==> src/rtl/wp_pkg.sv <==
package wp_pkg;

  // Strobes from the control half to the datapath half.
  typedef struct packed {
    logic capture;  // take statWrCode as pending
    logic cancel;   // drop the pending code
    logic commit;   // move pending code into protBits
  } wpStrobe_t;

  typedef enum logic [2:0] {
    PROT_NONE    = 3'd0,
    PROT_Q1      = 3'd1,
    PROT_Q2      = 3'd2,
    PROT_Q3      = 3'd3,
    PROT_Q4      = 3'd4,
    PROT_HALF    = 3'd5,
    PROT_FIRSTPG = 3'd6,
    PROT_LASTPG  = 3'd7
  } protCode_t;

  // Page address bits: 16-byte pages up to 512 bytes, 32-byte pages beyond.
  function automatic int pageBits(input int addrW);
    return (addrW <= 9) ? 4 : 5;
  endfunction

endpackage

==> src/rtl/wp_region_dec.sv <==
module wp_region_dec
  import wp_pkg::*;
#(
  parameter int ADDR_W = 8
) (
  input  logic [2:0]        code,
  input  logic [ADDR_W-1:0] addr,
  output logic              protHit
);

  localparam int PAGE_W = pageBits(ADDR_W);
  localparam int NUM_Q  = 4;

  logic [7:0] hit;

  assign hit[PROT_NONE] = 1'b0;

  // Quarters: the two top address bits name the quarter.
  for (genvar q = 0; q < NUM_Q; q++) begin : g_quarter
    assign hit[q + 1] = (addr[ADDR_W-1 -: 2] == 2'(q));
  end

  assign hit[PROT_HALF]    = ~addr[ADDR_W-1];
  // Page regions: every bit above the in-page offset is zero or one.
  assign hit[PROT_FIRSTPG] = ~|addr[ADDR_W-1:PAGE_W];
  assign hit[PROT_LASTPG]  = &addr[ADDR_W-1:PAGE_W];

  assign protHit = hit[code];

endmodule

==> src/rtl/wp_ctrl.sv <==
module wp_ctrl
  import wp_pkg::*;
(
  input  logic      clk,
  input  logic      rstN,
  input  logic      csN,
  input  logic      wpN,
  input  logic      statWrReq,
  input  logic      wrStart,
  output wpStrobe_t strobe,
  output logic      statAbort
);

  logic pendValid;

  always_comb begin
    strobe.capture = statWrReq & ~csN & wpN;
    strobe.cancel  = pendValid & ~csN & ~wpN;
    strobe.commit  = wrStart & pendValid & ~strobe.cancel;
  end

  always_ff @(posedge clk or negedge rstN) begin
    if (!rstN) begin
      pendValid <= 1'b0;
      statAbort <= 1'b0;
    end else begin
      statAbort <= strobe.cancel;
      if (strobe.cancel)       pendValid <= 1'b0;
      else if (strobe.capture) pendValid <= 1'b1;
      else if (strobe.commit)  pendValid <= 1'b0;
    end
  end


  cancel_drop_chk: assert property (@(posedge clk) disable iff (!rstN)
    (pendValid && !csN && !wpN) |=> (!pendValid && statAbort));


  wp_no_capture_chk: assert property (@(posedge clk) disable iff (!rstN)
    (!pendValid && !wpN) |=> !pendValid);


  cs_high_keep_chk: assert property (@(posedge clk) disable iff (!rstN)
    (pendValid && csN && !wrStart) |=> pendValid);


  abort_single_chk: assert property (@(posedge clk) disable iff (!rstN)
    statAbort |=> !statAbort);

endmodule

==> src/rtl/wp_datapath.sv <==
module wp_datapath
  import wp_pkg::*;
(
  input  logic       clk,
  input  logic       rstN,
  input  wpStrobe_t  strobe,
  input  logic [2:0] statWrCode,
  input  logic       memWrStart,
  input  logic       addrOk,
  output logic [2:0] protBits,
  output logic [7:0] statusByte,
  output logic       wrReject
);

  logic [2:0] pendCode;

  always_ff @(posedge clk or negedge rstN) begin
    if (!rstN) begin
      pendCode <= PROT_NONE;
      protBits <= PROT_NONE;
      wrReject <= 1'b0;
    end else begin
      wrReject <= memWrStart & ~addrOk;
      if (strobe.cancel)       pendCode <= PROT_NONE;
      else if (strobe.capture) pendCode <= statWrCode;
      if (strobe.commit)       protBits <= pendCode;
    end
  end

  assign statusByte = {5'b00000, protBits};


  commit_load_chk: assert property (@(posedge clk) disable iff (!rstN)
    strobe.commit |=> (protBits == $past(pendCode)));


  prot_hold_chk: assert property (@(posedge clk) disable iff (!rstN)
    !strobe.commit |=> $stable(protBits));


  reject_flag_chk: assert property (@(posedge clk) disable iff (!rstN)
    (memWrStart && !addrOk) |=> wrReject);

endmodule

==> src/rtl/wp_guard.sv <==
module wp_guard
  import wp_pkg::*;
#(
  parameter int ADDR_W = 8
) (
  input  logic              clk,
  input  logic              rstN,
  input  logic              csN,
  input  logic              wpN,
  input  logic              statWrReq,
  input  logic [2:0]        statWrCode,
  input  logic              wrStart,
  input  logic              memWrStart,
  input  logic [ADDR_W-1:0] wrAddr,
  output logic [2:0]        protBits,
  output logic [7:0]        statusByte,
  output logic              wrOk,
  output logic              statAbort,
  output logic              wrReject
);

  wpStrobe_t strobe;
  logic      protHit;

  wp_ctrl u_ctrl (
    .clk       (clk),
    .rstN      (rstN),
    .csN       (csN),
    .wpN       (wpN),
    .statWrReq (statWrReq),
    .wrStart   (wrStart),
    .strobe    (strobe),
    .statAbort (statAbort)
  );

  wp_region_dec #(.ADDR_W(ADDR_W)) u_dec (
    .code    (protBits),
    .addr    (wrAddr),
    .protHit (protHit)
  );

  assign wrOk = wpN & ~protHit;

  wp_datapath u_dp (
    .clk        (clk),
    .rstN       (rstN),
    .strobe     (strobe),
    .statWrCode (statWrCode),
    .memWrStart (memWrStart),
    .addrOk     (wrOk),
    .protBits   (protBits),
    .statusByte (statusByte),
    .wrReject   (wrReject)
  );

endmodule

==> config.mk <==
export PLATFORM = sky130hd
export DESIGN_NAME = wp_guard
export DESIGN_NICKNAME = d
export VERILOG_FILES = /design/src/rtl/wp_pkg.sv /design/src/rtl/wp_region_dec.sv /design/src/rtl/wp_ctrl.sv /design/src/rtl/wp_datapath.sv /design/src/rtl/wp_guard.sv
export SDC_FILE = /design/constraint.sdc
export NUM_CORES = 1
export LEC_CHECK = 0
export BUFFER_PORTS_ARGS = -buffer_cell sky130_fd_sc_hd__buf_4
export CORE_UTILIZATION = 40
export DETAILED_ROUTE_END_ITERATION = 16
export GPL_TIMING_DRIVEN = 0
export PLACE_DENSITY_LB_ADDON = 0.08
export SLEW_MARGIN = 30
export SYNTH_ARGS = -nofsm -noshare
export SYNTH_HDL_FRONTEND = slang
export SYNTH_SLANG_ARGS = --single-unit
==> constraint.sdc <==
create_clock -name clk -period 2.97 [get_ports clk]
set_clock_uncertainty 0.05 [all_clocks]
set_input_delay 0.1485 -clock clk [delete_from_list [all_inputs] [get_ports clk]]
set_output_delay 0.1485 -clock clk [all_outputs]
set_load 0.01 [all_outputs]
Word-level counts from Yosys, hierarchy flattened. Cells that the tools add are included. Widths: inputs -> output; s select.

Flip-flop bits (word level): 9. Bits in latches: 0. Bits in writable memories: 0. Memory bits (read-only): 0. Memories kept: 0.

Add/subtract/negate cells: 0. $mul: 0. Divide/modulo/power cells: 0. Order comparisons: 1. Equality and inequality tests: 3. Shift-type cells: 0. Mux-type cells: 7. Bitwise logic cells: 14. Reductions and logical operators: 6.

Operator list (number): $and 1x1->1 (8); $mux 3 (2); $not 1->1 (6); $eq 2x2->1 const B (2); $lt 3x4->1 const B (1); $mux 1 (4); $reduce_and 4->1 (1); $reduce_or 4->1 (1); $bmux 1 s3 (1); $reduce_bool 3->1 (1); $eq 2x1->1 const B (1); $logic_not 2->1 (1); $reduce_bool 2->1 (1); $logic_not 1->1 (1).

Longest topological paths before layout.
Word-level depth: 8. Depth in mapped cells: 5.

Modules after synthesis. Synthesis repeated with hierarchy kept, for this count alone.

Cells, all modules: 52. Area total of the unflattened synthesis: 535.5 um^2.

Modules (own cells, without submodules): wp_datapath (instances 1, cells each 26, area each 320.3 um^2, sequential area each 175.2 um^2); wp_ctrl (instances 1, cells each 11, area each 102.6 um^2, sequential area each 50.0 um^2); wp_region_dec (instances 1, cells each 14, area each 98.8 um^2, sequential area each 0.0 um^2); wp_guard (instances 1, cells each 1, area each 13.8 um^2, sequential area each 0.0 um^2).

Worst setup path after synthesis. No wires, ideal clock.

Path kind: register to register. From: reg u_dp.protBits[1]. To: reg u_dp.wrReject. Library setup time: 0.120 ns. Arrival time: 1.076 ns. Required time: 2.800 ns. Setup slack: 1.724 ns. Cell stages (with the launch flop): 5. Buffers on the path: 0. Period minus slack after synthesis: 1.246 ns. Cell sequence: dfrtp_1 > and4b_1 > a31oi_1 > nand4b_1 > and3_1.

Cells in the longest elaborated chain, start to end: 6.

RTL lines: start: declaration (line wp_datapath.sv:10) `output logic [2:0] protBits,`; start signal: assignment (line wp_datapath.sv:26) `if (strobe.commit) protBits <= pendCode;`; $bmux 1 s3 (line wp_region_dec.sv:28) `assign protHit = hit[code];`; $mux 1 (implied by the code) (line wp_region_dec.sv:28); $not 1->1 (line wp_guard.sv:42) `assign wrOk = wpN & ~protHit;`; $and 1x1->1 (line wp_guard.sv:42); $not 1->1 (line wp_datapath.sv:23) `wrReject <= memWrStart & ~addrOk;`; $and 1x1->1 (line wp_datapath.sv:23); end signal: assignment (line wp_datapath.sv:23); end: declaration (line wp_datapath.sv:12) `output logic wrReject`.

Every way passes these cells. The select of a mux whose other input is x is not followed. A chain may end at the register's enable or synchronous reset.

Worst setup path in the final report.
From: reg u_dp.protBits[1]. To: out wrOk.

Cells in the longest elaborated chain, start to end: 4.

RTL lines: $bmux 1 s3 (line wp_region_dec.sv:28); $mux 1 (implied by the code) (line wp_region_dec.sv:28); $not 1->1 (line wp_guard.sv:42); $and 1x1->1 (line wp_guard.sv:42); end: declaration (line wp_guard.sv:17) `output logic wrOk,`.

Every way passes these cells. The select of a mux whose other input is x is not followed.

==> results.py <==
metrics = {
    "grt": {
        "grt_pass1_wl_mm": 2.021,
        "overflow": 0,
        "antenna_found_initial": 0,
        "grt_util_all_layers_pct": 20.87,
        "grt_max_degree": 11,
        "first_global_vias": 468,
    },
    "logic_synthesis": {
        "synth-edff-count": 0,
        "postSynthAreaPerCell_sq_um": 8.842,
        "ys_ff_latch": 9,
        "yosysSeqAreaShare_pct": 42.45,
        "ys_types": 23,
        "ys_top_cells_by_area": "dfrtp_1 (42%), buf_4 (13%), o21ai_0 (5.7%), nand2_1 (5.7%), a22o_1 (5.0%)",
        "async_reset_ff_share_pct": 100.0,
        "synthSimpleGateAreaFrac_pct": 19.81,
        "yosys.area_share.adder_pct": 0,
        "ys_warn_count": 0,
        "ys.flop_type": "dfrtp_1",
        "syn-cell-area_sq_um": 530.5,
        "synthMuxAreaShare_pct": 0,
        "yosys.area.top_type": "dfrtp_1",
        "synth_cells": 60,
        "synth_top_cells_by_count": "buf_4 (9), dfrtp_1 (9), nand2_1 (8)",
        "synth_xor_area_share_pct": 0,
        "synth_top_family_by_area": "compound AO/OA/AOI/OAI gates",
        "synth_top_area_share_pct": 42.45,
        "synth_compound_area_share_pct": 21.46,
    },
    "floorplan": {
        "io_pins": 32,
        "dieArea_sq_mm": 0.001476,
        "die_w_um": 38.42,
        "die_h_um": 38.42,
        "rows": 12,
        "core_sq_mm": 0.001171,
        "start_util_pct": 45.30,
    },
    "clocking": {
        "cts_tree": "built",
        "root_buffer": "clkbuf_4",
        "hold_buffers": 1,
        "cts_buffers": 3,
        "post_cts_resized": 0,
        "htree_num_levels": 1,
        "cts_sinks": 9,
        "insertion_delay_ns": 0.26,
        "clk_pin_slew_worst_paths_ns": 0.06,
        "cts.path.max_buffers": 2,
        "post_cts.repair.setup_buffers": 0,
    },
    "cells_and_area": {
        "num-nets-final": 109,
        "n_antenna_cell": 0,
        "post-route-util_pct": 64.64,
        "regArea_sq_um": 225.2,
        "multi_input_comb_area_sq_um": 237.7,
        "layout-drive-gt1-share_pct": 37.78,
        "area_growth_pct": 42.69,
        "n_fill_cell": 108,
    },
    "power": {
        "p_leak_nw": 0.3943,
        "power_density_mw_per_mm2": 558.1,
        "peakVddDrop_v": 0.0003382,
    },
    "min_path": {
        "holdCritPathClass": "in -> reg",
    },
    "worst_setup_path": {
        "worst_setup_path_start_kind": "flip-flop",
        "path_class": "reg -> out",
        "reg2reg_slack_ns": 1.69,
        "cp-end-kind": "output pin",
        "crit_arrival_ns": 1.44,
        "critPathMaxFanout": 9,
        "required_ns": 2.77,
    },
    "flow_run": {
        "drv_cap": 0,
    },
    "timing": {
        "hold_viol_final": 0,
        "rsz0062_at_grt": "false",
        "clock.fmax_mhz": 608.9,
        "slew_viol_final": 0,
        "fin_crit_sh_pct": 55.30,
        "setup_violations": 0,
        "period_needed_ns": 1.642,
        "fin_tns_setup_ns": 0,
    },
    "status": {
        "status": "finished, final reports clean",
    },
    "detailed_routing": {
        "ant_nets": 0,
        "vias": 516,
        "wirelength_mm": 1.140,
        "post_drt_via_cell_ratio": 4.962,
        "wl_per_cell_um": 10.96,
        "drt-pass1-iter-count": 4,
        "initialDrtViolationCount": 6,
        "remaining_drc_errors": 0,
    },
    "placed_design": {
        "place_congestion": 0.7609,
        "dp_hpwl_um": 898.3,
        "io_buffer_count": 21,
    },
}
==> cell usage in the layout (no fill, tap or decap), drive strengths merged <==
cell type | synthesis | routed
a21oi | 2 | 2
a22o | 3 | 3
a311oi | 1 | 1
a31oi | 1 | 1
and3 | 1 | 1
and4 | 1 | 1
and4b | 1 | 1
buf | 9 | 30
clkbuf | 0 | 4
conb | 1 | 5
dfrtp | 9 | 9
dlygate4sd3 | 0 | 1
inv | 4 | 4
nand2 | 8 | 8
nand3 | 2 | 2
nand4b | 1 | 1
nor2 | 3 | 3
nor2b | 2 | 2
nor3b | 1 | 1
o2111ai | 1 | 1
o211ai | 1 | 1
o21ai | 6 | 6
o21bai | 1 | 1
o22a | 1 | 1
==> metal layers <==
metal	global-route usage, %	vias to the layer above	share of wire (%)
li1	-	261	-
met1	24.64	239	46
met2	32.20	16	48
met3	10.47	0	6.8
met4	7.759	0	0
met5	0	-	0
==> state kept, by name, indices dropped and copies added (netlist names) <==
| name | cells |
|---|---|
| u_dp.pendCode | 3 |
| u_dp.protBits | 3 |
| u_ctrl.pendValid | 1 |
| u_ctrl.statAbort | 1 |
| u_dp.wrReject | 1 |
==> power by group <==
group	internal (mW)	switching, mW
sequential	0.146	0.0290
clock	0.0516	0.0394
combinational	0.0899	0.0663
==> logic make-up (layout without fill, tap and decap cells) <==
kind of cell    count (synthesis)  after routing
compound gates                 17             17
simple gates                   20             20
buf+inv                        13             39
flops                           9              9
other cells                     1              5
==> critical path, cell delays in order, from the launching register on <==
cell and delay, ns:
dfrtp_1 0.49, and4_1 0.24, a21oi_1 0.07, a21oi_1 0.17, nand2_1 0.08, buf_4 0.14
==> path summary, 6_finish.rpt <==
check / from / cells past startpoint / endpoint
setup / recovery: u_dp.protBits[1]$_DFFE_PN0P_ / 5 / wrOk
hold / removal: csN / 2 / u_ctrl.statAbort$_DFF_PN0_
setup reg to reg: u_dp.protBits[1]$_DFFE_PN0P_ / 4 / u_dp.wrReject$_DFF_PN0_
hold reg to reg: u_dp.pendCode[1]$_DFFE_PN0P_ / 1 / u_dp.pendCode[1]$_DFFE_PN0P_
max in group asynchronous: rstN / 2 / u_dp.protBits[2]$_DFFE_PN0P_
min in group asynchronous: rstN / 2 / u_ctrl.pendValid$_DFFE_PN0P_
==> metrics by stage <==
step / hold WS [ns] / setup WS [ns] / cell area (sq um) / instances / power, mW
2_1_floorplan: -0.1971 / 1.724 / 545.5 / 64 / 0.2551
3_3_place_gp: -0.07607 / 1.632 / 720.7 / 99 / 0.3282
3_5_place_dp: -0.07305 / 1.620 / 720.7 / 99 / 0.3327
4_1_cts: 0.01940 / 1.332 / 757.0 / 104 / 0.4291
5_1_grt: 0.02494 / 1.169 / 757.0 / 104 / 0.4584
6_report: 0.03148 / 1.328 / 757.0 / 104 / 0.4224
==> final cells by class <==
type,instances,area share (%)
inverters,4,1.983
plain buffers,9,8.926
clock buffers,4,3.471
flip-flops and latches,9,29.75
well taps,14,2.314
multi-input cells,42,31.40
repair buffers,22,22.15
(Power assumes the default switching activity.)
